$ cat config.mk
export PLATFORM = sky130hd
export DESIGN_NAME = ternary_wallace_mul3
export DESIGN_NICKNAME = d
export VERILOG_FILES = /design/src/rtl/ternary_pkg.sv /design/src/rtl/ternary_mux3.sv /design/src/rtl/ternary_digit_mul.sv /design/src/rtl/ternary_add.sv /design/src/rtl/ternary_wallace_mul3.sv
export SDC_FILE = /design/constraint.sdc
export NUM_CORES = 1
export LEC_CHECK = 0
export BUFFER_PORTS_ARGS = -buffer_cell sky130_fd_sc_hd__buf_2
export CAP_MARGIN = 10
export CORE_ASPECT_RATIO = 0.75
export CORE_UTILIZATION = 27
export CTS_CLUSTER_DIAMETER = 30
export CTS_CLUSTER_SIZE = 24
export DETAILED_ROUTE_END_ITERATION = 8
export PLACE_DENSITY_LB_ADDON = 0.12
export SYNTH_ARGS = -nofsm -noshare
export SYNTH_HDL_FRONTEND = slang
export SYNTH_SLANG_ARGS = --single-unit
export TNS_END_PERCENT = 1
$ cat constraint.sdc
create_clock -name clk -period 0.8 [get_ports clk]
set_input_delay 0.04 -clock clk [delete_from_list [all_inputs] [get_ports clk]]
set_output_delay 0.04 -clock clk [all_outputs]
set_load 0.01 [all_outputs]
$ cat src/rtl/ternary_pkg.sv
package ternary_pkg;

   typedef logic [1:0] trit_t;

   localparam trit_t T0 = 2'b00;
   localparam trit_t T1 = 2'b01;
   localparam trit_t T2 = 2'b10;

   typedef enum logic [1:0] {
      ADD_HALF = 2'd0,
      ADD_PPC  = 2'd1,
      ADD_PCC  = 2'd2
   } add_kind_e;

   function automatic trit_t t_inc(trit_t x);
      case (x)
         T0:      return T1;
         T1:      return T2;
         T2:      return T0;
         default: return T1;
      endcase
   endfunction

   function automatic trit_t t_dbl(trit_t x);
      case (x)
         T1:      return T2;
         T2:      return T1;
         default: return T0;
      endcase
   endfunction

   function automatic logic t_legal(trit_t x);
      return x != 2'b11;
   endfunction

   function automatic int t_val(trit_t x);
      return int'(x);
   endfunction

endpackage

$ cat src/rtl/ternary_mux3.sv
module ternary_mux3
   import ternary_pkg::*;
(
   input  trit_t sel,
   input  trit_t d0,
   input  trit_t d1,
   input  trit_t d2,
   output trit_t y
);

   always_comb begin
      case (sel)
         T0:      y = d0;
         T1:      y = d1;
         T2:      y = d2;
         default: y = T0;
      endcase
   end

endmodule

$ cat src/rtl/ternary_digit_mul.sv
module ternary_digit_mul
   import ternary_pkg::*;
(
   input  trit_t a,
   input  trit_t b,
   output trit_t p,
   output trit_t c
);

   trit_t a_s;
   trit_t a_dbl;
   trit_t a_hi;

   assign a_s   = t_legal(a) ? a : T0;
   assign a_dbl = t_dbl(a_s);
   assign a_hi  = (a_s == T2) ? T1 : T0;

   ternary_mux3 u_prod (.sel(b), .d0(T0), .d1(a_s), .d2(a_dbl), .y(p));
   ternary_mux3 u_cry  (.sel(b), .d0(T0), .d1(T0),  .d2(a_hi),  .y(c));

   always_comb begin
      a_r2_digit_value: assert (!t_legal(a) || !t_legal(b) ||
                                (3 * t_val(c) + t_val(p) == t_val(a) * t_val(b)))
         else $error("digit cell value mismatch");
      a_r2_carry_binary: assert (c == T0 || c == T1)
         else $error("digit cell carry out of range");
   end

endmodule

$ cat src/rtl/ternary_add.sv
module ternary_add
   import ternary_pkg::*;
#(
   parameter add_kind_e KIND = ADD_HALF
)(
   input  trit_t x,
   input  trit_t y,
   input  trit_t z,
   output trit_t s,
   output trit_t co
);

   if (KIND == ADD_HALF) begin : g_half
      trit_t x1, x2, cy1, cy2;
      assign x1  = t_inc(x);
      assign x2  = t_inc(x1);
      assign cy1 = (x == T2) ? T1 : T0;
      assign cy2 = (x == T0) ? T0 : T1;
      ternary_mux3 u_sum (.sel(y), .d0(x),  .d1(x1),  .d2(x2),  .y(s));
      ternary_mux3 u_cry (.sel(y), .d0(T0), .d1(cy1), .d2(cy2), .y(co));
      always_comb begin
         a_r7_half_third_idle: assert (z == T0)
            else $error("half adder third input not tied to zero");
      end
   end else if (KIND == ADD_PPC) begin : g_ppc
      trit_t x1, x2, cy1, cy2, s1, c1, s1i, c1z;
      assign x1  = t_inc(x);
      assign x2  = t_inc(x1);
      assign cy1 = (x == T2) ? T1 : T0;
      assign cy2 = (x == T0) ? T0 : T1;
      ternary_mux3 u_sum1 (.sel(y), .d0(x),  .d1(x1),  .d2(x2),  .y(s1));
      ternary_mux3 u_cry1 (.sel(y), .d0(T0), .d1(cy1), .d2(cy2), .y(c1));
      assign s1i = t_inc(s1);
      assign c1z = (s1 == T2) ? T1 : c1;
      ternary_mux3 u_sum2 (.sel(z), .d0(s1), .d1(s1i), .d2(s1), .y(s));
      ternary_mux3 u_cry2 (.sel(z), .d0(c1), .d1(c1z), .d2(c1), .y(co));
      always_comb begin
         a_r5_ppc_third_binary: assert (z == T0 || z == T1)
            else $error("first narrow adder: third input above one");
      end
   end else begin : g_pcc
      trit_t xi, xc, u, cu, ui, cuy;
      assign xi = t_inc(x);
      assign xc = (x == T2) ? T1 : T0;
      ternary_mux3 u_sum1 (.sel(z), .d0(x),  .d1(xi), .d2(x),  .y(u));
      ternary_mux3 u_cry1 (.sel(z), .d0(T0), .d1(xc), .d2(T0), .y(cu));
      assign ui  = t_inc(u);
      assign cuy = (u == T2) ? T1 : cu;
      ternary_mux3 u_sum2 (.sel(y), .d0(u),  .d1(ui),  .d2(u),  .y(s));
      ternary_mux3 u_cry2 (.sel(y), .d0(cu), .d1(cuy), .d2(cu), .y(co));
      always_comb begin
         a_r6_pcc_y_binary: assert (y == T0 || y == T1)
            else $error("second narrow adder: second input above one");
         a_r6_pcc_z_binary: assert (z == T0 || z == T1)
            else $error("second narrow adder: third input above one");
      end
   end

   always_comb begin
      a_r7_sum_value: assert (3 * t_val(co) + t_val(s) == t_val(x) + t_val(y) + t_val(z))
         else $error("adder cell sum/carry mismatch");
      a_r7_carry_binary: assert (co == T0 || co == T1)
         else $error("adder cell carry above one");
   end

endmodule

$ cat src/rtl/ternary_wallace_mul3.sv
module ternary_wallace_mul3
   import ternary_pkg::*;
#(
   parameter int N_TRITS = 3,
   parameter int TW      = 2,
   parameter bit REG_OUT = 1'b1
)(
   input  logic                         clk,
   input  logic                         rst_n,
   input  logic [N_TRITS*TW-1:0]        a_i,
   input  logic [N_TRITS*TW-1:0]        b_i,
   output logic [2*N_TRITS*TW-1:0]      prod_o,
   output logic                         err_o
);

   localparam int OPW = N_TRITS * TW;
   localparam int RW  = 2 * OPW;
   localparam int RT  = 2 * N_TRITS;

   if (N_TRITS != 3) begin : g_bad_width
      $error("tree netlist is laid out for three-digit operands");
   end
   if (TW != 2) begin : g_bad_code
      $error("digit code must be two bits wide");
   end

   trit_t pt [N_TRITS][N_TRITS];
   trit_t ct [N_TRITS][N_TRITS];
   logic [N_TRITS-1:0] bad_a, bad_b;

   for (genvar i = 0; i < N_TRITS; i++) begin : g_row
      assign bad_a[i] = !t_legal(a_i[TW*i +: TW]);
      assign bad_b[i] = !t_legal(b_i[TW*i +: TW]);
      for (genvar j = 0; j < N_TRITS; j++) begin : g_col
         ternary_digit_mul u_dm (
            .a(a_i[TW*i +: TW]), .b(b_i[TW*j +: TW]),
            .p(pt[i][j]), .c(ct[i][j])
         );
      end
   end

   // stage 1
   trit_t s1c1, k1, s2a, k2, s3a, k3, s4a, k4;
   ternary_add #(.KIND(ADD_PPC)) u_s1c1 (.x(pt[0][1]), .y(pt[1][0]), .z(ct[0][0]), .s(s1c1), .co(k1));
   ternary_add #(.KIND(ADD_PPC)) u_s1c2 (.x(pt[0][2]), .y(pt[1][1]), .z(ct[0][1]), .s(s2a),  .co(k2));
   ternary_add #(.KIND(ADD_PCC)) u_s1c3 (.x(pt[1][2]), .y(ct[0][2]), .z(ct[1][1]), .s(s3a),  .co(k3));
   ternary_add #(.KIND(ADD_PCC)) u_s1c4 (.x(pt[2][2]), .y(ct[1][2]), .z(ct[2][1]), .s(s4a),  .co(k4));

   // stage 2
   trit_t x2, m2, x3, m3;
   ternary_add #(.KIND(ADD_PPC)) u_s2c2 (.x(s2a), .y(pt[2][0]), .z(ct[1][0]), .s(x2), .co(m2));
   ternary_add #(.KIND(ADD_PPC)) u_s2c3 (.x(s3a), .y(pt[2][1]), .z(ct[2][0]), .s(x3), .co(m3));

   // stage 3
   trit_t y3, n3, y4, n4, y5, n5;
   ternary_add #(.KIND(ADD_PCC)) u_s3c3 (.x(x3),       .y(k2), .z(m2), .s(y3), .co(n3));
   ternary_add #(.KIND(ADD_PCC)) u_s3c4 (.x(s4a),      .y(k3), .z(m3), .s(y4), .co(n4));
   ternary_add #(.KIND(ADD_PCC)) u_s3c5 (.x(ct[2][2]), .y(k4), .z(n4), .s(y5), .co(n5));

   // carry-propagate stage
   trit_t r2, q2, r3, q3, r4, q4, r5, q5;
   ternary_add #(.KIND(ADD_HALF)) u_cp2 (.x(x2), .y(k1), .z(T0), .s(r2), .co(q2));
   ternary_add #(.KIND(ADD_HALF)) u_cp3 (.x(y3), .y(q2), .z(T0), .s(r3), .co(q3));
   ternary_add #(.KIND(ADD_PCC))  u_cp4 (.x(y4), .y(n3), .z(q3), .s(r4), .co(q4));
   ternary_add #(.KIND(ADD_HALF)) u_cp5 (.x(y5), .y(q4), .z(T0), .s(r5), .co(q5));

   logic [RW-1:0] prod_c;
   logic          err_c;

   assign prod_c = {r5, r4, r3, r2, s1c1, pt[0][0]};
   assign err_c  = |{bad_a, bad_b};

   always_comb begin
      a_r4_no_spill: assert (n5 == T0 && q5 == T0)
         else $error("carry left past the top product digit");
      for (int k = 0; k < RT; k++) begin
         a_r4_digit_legal: assert (t_legal(prod_c[TW*k +: TW]))
            else $error("illegal code on product digit");
      end
   end

   if (REG_OUT) begin : g_reg
      always_ff @(posedge clk or negedge rst_n) begin
         if (!rst_n) begin
            prod_o <= '0;
            err_o  <= 1'b0;
         end else begin
            prod_o <= prod_c;
            err_o  <= err_c;
         end
      end
   end else begin : g_comb
      assign prod_o = prod_c;
      assign err_o  = err_c;
   end

endmodule

== Word-level counts from Yosys, hierarchy flattened ==
Cells that the tools add are included.
Widths: inputs -> output; s select.

* Register bits after elaboration: 13
* Latch bits: 0
* Memory bits (writable): 0
* Bits in read-only memories: 0
* Word-level logic and storage cells: 304
* Memories kept: 0

* $add $sub $neg: 0
* $mul: 0
* Divide/modulo/power cells: 0
* $lt $le $gt $ge: 0
* Eq/ne operators: 124
* Shift operators: 0
* Multiplexer cells: 126
* Bitwise operators: 0
* Reduce and logical (&&, ||, !) cells: 52

{| class="wikitable"
|+ Operators by type and width
! cell !! count
|-
| $pmux 2 s2 || 73
|-
| $eq 2x1->1 const B || 59
|-
| $eq 2x2->1 const B || 59
|-
| $logic_not 2->1 || 29
|-
| $mux 2 || 26
|-
| $pmux 2 s3 || 7
|-
| $reduce_or 2->1 || 16
|-
| $mux 1 || 20
|-
| $ne 2x2->1 const B || 6
|-
| $logic_not 1->1 || 6
|-
| $reduce_or 6->1 || 1
|}

== Longest topological paths before layout ==
* Word-level depth: 38
* Gate-level depth with buffers: 38
* Depth with buffers taken out: 37

== By module ==
From an unflattened synthesis, not the netlist that was laid out.

* Cells, all modules: 511
* Area total of the unflattened synthesis: 4,415.5 um^2

{| class="wikitable"
|+ Modules (own cells, without submodules)
! module !! instances !! cells each !! area each (um^2) !! sequential area each (um^2)
|-
| ternary_mux3 || 64 || 5 || 43.8 || 0.0
|-
| ternary_add at u_cp4 ... || 6 || 11 || 83.8 || 0.0
|-
| ternary_add at u_s1c1 ... || 4 || 14 || 103.8 || 0.0
|-
| ternary_wallace_mul3 || 1 || 18 || 356.6 || 325.3
|-
| ternary_add at u_cp2 ... || 3 || 8 || 56.3 || 0.0
|-
| ternary_digit_mul || 9 || 3 || 18.8 || 0.0
|}

== Least setup slack after synthesis ==
OpenSTA, ideal clock, no wires.

* Path kind: input port to flip-flop
* Start point: input b_i[4]
* End point: register prod_o[10]
* Data arrival time: 5.674 ns
* Data required time: 0.675 ns
* Slack: -4.999 ns
* Cell stages on the path: 34
* Path through: inv_1 ha_1 inv_1 nand2_1 ha_1 nand4b_1 o211a_4 inv_2 ha_1 nor4bb_1 a21oi_1 ha_1 a22oi_1 o22a_1 inv_1 ha_1 nand4b_1 o31ai_1 or2_2 ha_1 inv_1 mux2i_2 inv_1 ha_1 mux2_4 inv_1 ha_1 and3_4 mux2i_2 inv_1 ha_1 inv_1 o2bb2ai_2 mux2_4

* Longest elaborated chain between the ends: 35

{| class="wikitable"
|+ RTL lines
! element !! RTL line !! text
|-
| start, declared || ternary_wallace_mul3.sv:11 || <nowiki>input logic [N_TRITS*TW-1:0] b_i,</nowiki>
|-
| $eq 2x2->1 / $eq 2x1->1 (equally long branches) || ternary_mux3.sv:12 || <nowiki>case (sel)</nowiki>
|-
| $pmux 2 s2 || ternary_mux3.sv:12 ||
|-
| $eq 2x2->1 / $eq 2x1->1 (equally long branches) || ternary_pkg.sv:16, ternary_add.sv:29 ||
|-
| $pmux 2 s2 || ternary_pkg.sv:16 || <nowiki>case (x)</nowiki>
|-
| $eq 2x2->1 / $eq 2x1->1 (equally long branches) || ternary_pkg.sv:16 ||
|-
| $pmux 2 s2 || ternary_pkg.sv:16 ||
|-
| $pmux 2 s3 || ternary_mux3.sv:12 ||
|-
| $eq 2x2->1 / $eq 2x1->1 (equally long branches) || ternary_pkg.sv:16, ternary_add.sv:34 ||
|-
| (+20 left out) || n/a ||
|-
| $reduce_or 2->1 (no source line) || n/a ||
|-
| $pmux 2 s2 || ternary_mux3.sv:12 ||
|-
| $eq 2x2->1 || ternary_add.sv:48 || <nowiki>assign cuy = (u == T2) ? T1 : cu;</nowiki>
|-
| $mux 2 || ternary_add.sv:48 ||
|-
| $pmux 2 s2 || ternary_mux3.sv:12 ||
|-
| $eq 2x2->1 (tied with other cells) || ternary_mux3.sv:12 ||
|-
| $pmux 2 s3 * || ternary_mux3.sv:12 ||
|-
| named net prod_c[10] || ternary_wallace_mul3.sv:67 || <nowiki>logic [RW-1:0] prod_c;</nowiki>
|-
| end signal, assigned || ternary_wallace_mul3.sv:88 || <nowiki>prod_o <= prod_c;</nowiki>
|-
| end, declared || ternary_wallace_mul3.sv:12 || <nowiki>output logic [2*N_TRITS*TW-1:0] prod_o,</nowiki>
|}

Mark *: on every way through the listed nets, which the timed path passes. The rest lies on a longest branch.

== Worst setup path after layout ==
* Start point: input b_i[5]
* End point: register prod_o[10]

The elaborated chain is that of the path after synthesis.

==> run_results.csv <==
group,metric,value,unit
placement,pre_cts_ws,-5.02,ns
synth,synth_cells,348,
timing,grt_setup_unrepaired,"yes",
critical_path,critPathCaptureType,"flip-flop",
timing,layout_min_cycle_time,5.43,ns
global_routing,antenna_found_initial,0,
finish,num-nets-final,602,
placement,hpwl,7.10,mm
pwr,swShare,0.334,
timing,timing.slew.headroom,0.734,
finish,syn2layout_area_growth,57.2,%
floorplan,die_h,94.1,microns
critical_path,slowest_delay,0.31,ns
pwr,ir_drop,0.000934,V
finish,final_util,0.437,
critical_path,critical-path-top-delay-family,"adder cells",
routing,drtIter0Drc,120,
synth,synth_top_family_by_area,"adder cells",
finish,layout-drive-gt1-share,0.511,
floorplan,rows,33,
run_status,status,"complete, but fails checks",
timing,final_hold_viol_count,0,
synth,synth_fa_ha_area_frac,0.303,
floorplan,start_util,0.278,
placement,place.port_buffers,26,
critical_path,arrival,5.54,ns
pwr,p_leak,2.52,nW
pwr,p_total,3.78,mW
floorplan,die_area,0.0117,sq mm
global_routing,grt_max_degree,14,
critical_path,critPathKind,"primary input to flip-flop",
routing,ant_nets,0,
synth,synth_edf_count,0,
critical_path,start_kind,"primary input",
finish,n_antenna_cell,0,
synth,synth_compound_area_frac,0.218,
synth,synth_xor_area_frac,0,
clock_network,cts_tree,"built",
timing,slew_viol_final,0,
floorplan,ios,27,
synth,synth_seq_cells,13,
finish,multiInputGateArea,0.00271,sq mm
critical_path,path_buf_inv,8,
routing,routed_wl,8.41,mm
floorplan,core,0.0110,sq mm
routing,via_count,2884,
synth,synth_cell_types,74,
pwr,intPower,2.52,mW
global_routing,grt_pass1_vias,2880,
routing,drc,2,
timing,setup_viol,11,
routing,viasPerCell,4.42,
placement,gp_congestion,0.821,
finish,layout.cells.non_filler,653,
floorplan,die_w,125,microns
clock_network,clk_pin_slew,0.04,ns
timing,worstMarginPinSlew,0.399,ns
critical_path,critical_path.max_fanout,6,
synth,syn_nets,436,
routing,dr.pass1.iters,7,
synth,ys_warn_count,0,
synth,synthMuxAreaShare,0.0885,
clock_network,htreeDepth,1,
timing,fin_crit_sh,6.78,
global_routing,grt_usage,0.147,
pwr,p_seq_frac,0.192,
timing,maxClockFrequency,0.184,GHz
global_routing,grt_pass1_wl,14.1,mm
critical_path,cp_common_cell,"ha_4",
synth,synth_top_cell_area_share,0.303,
clock_network,cts_root_buf,"clkbuf_16",
min_path,hold_path_class,"primary input to async pin",
clock_network,cts-buffers-inserted,3,
synth,netlist_area,0.00305,sq mm
finish,final_common_cell,"buf_4",
critical_path,cp_slowest_cell,"mux2_4",
timing,holdWs,0.219,ns
timing,tns,-34.73,ns
timing,worst_slack,-4.63,ns
clock_network,cts_buffer_depth,2,
synth,synth_area_leader_cell,"ha_1",
synth,synthSimpleGateAreaFrac,0.182,
synth,avgSynthCellArea,8.77,sq um
finish,final_cell_mix,"139 x buf_4, 58 x ha_1, 50 x inv_1",
critical_path,required,0.92,ns
pwr,power_density,788,mW/mm^2
finish,design_area,0.00480,sq mm
pwr,switchingPower,1.26,mW
placement,dpl_cell_area,0.00441,sq mm
synth,synth-seq-area-share,0.107,
pwr,pwr-share-comb,0.565,
pwr,clockPowerShare,0.243,
finish,fill_cells,1086,
clock_network,cts_sinks,13,
finish,regArea,325,sq um
synth,synth_area_leaders,"ha_1 30%, dfrtp_1 11%, inv_1 7.5%",
flow_run,drv_cap,0,
global_routing,grt_overflow,0,
placement,dp.cells,633,
run_status,violations,"DRC, setup timing",
synth,synth_ff_type,"dfrtp_1",
routing,post_drt_wl_per_cell,12.9,microns
synth,synth-async-reset-ratio,1.00,
-- final timing paths --
path / from / cells after the start / end / slack (ns)
worst min-delay path: rst_n / 2 / prod_o[6] / 0.22
worst max-delay path: b_i[5] / 34 / prod_o[10] / -4.63
min in group clk: a_i[5] / 4 / err_o / 0.29
max in group asynchronous: rst_n / 2 / prod_o[1] / 0.36
-- power groups by stage --
| stage | Combinational [mW] | Sequential (mW) | Clock (mW) |
|---|---|---|---|
| 2_1_floorplan | 1.04 | 0.765 | 0 |
| 3_3_place_gp | 1.91 | 0.734 | 0 |
| 3_5_place_dp | 1.92 | 0.733 | 0 |
| 4_1_cts | 2.09 | 0.726 | 0.961 |
| 5_1_grt | 2.38 | 0.730 | 0.975 |
| 6_report | 2.14 | 0.725 | 0.920 |
-- registers in the layout, summed over array words and instances, names as in the netlist --
name / flops
prod_o: 12
err_o: 1
-- kinds of logic (layout without fill, tap and decap cells) --
logic type               after synthesis  count (layout)
AND/OR/NAND/NOR                       93              93
buffers and inverters                 73             238
adder cells (fa/ha/maj)               74              74
flip-flops                            13              13
multiplexers                          21              21
AO/OA/AOI/OAI                         74              74
-- metal layers --
layer	GRT usage	up-vias	share of wire
li1	-	1529	-
met1	0.218	1328	0.55
met2	0.243	27	0.43
met3	0.00683	0	0.017
met4	0.0123	0	0
met5	0	-	0
-- what timing repair did --
item,CTS,global route
endpoints found under the hold margin,13,0
gates resized for setup,28,19
hold buffers,1,0
pin swaps,25,21
setup buffers,14,1
endpoints found under the setup margin,11,13
-- Yosys cell counts, types with 2 or more instances --
master and count:
nor2b_1 4, a21oi_1 12, and4b_1 2, o21ai_2 2
ha_1 74, and3b_1 3, nand4b_1 5, nand4bb_1 3
mux2i_2 2, nor2_1 9, a21o_1 11, dfrtp_1 13
o21ai_0 4, mux2_2 6, nand3b_1 5, o31ai_1 2
a32o_1 2, clkbuf_1 2, nand2b_1 3, a22o_1 2
mux2_4 4, a222oi_1 5, nor3_1 2, nand2_1 40
o22ai_1 2, inv_2 3, buf_6 4, mux2i_1 7
mux2i_4 2, inv_1 61, and2_1 2, a22oi_1 6
a31oi_1 3
-- cell type report --
type	instances	share of cell area
clock buffer	4	0.0164
inverter	65	0.0550
multi-input combinational	262	0.565
sequential	13	0.0678
tap	140	0.0365
timing repair buffer	169	0.260
Note: power is estimated with default switching activity, not from simulation.
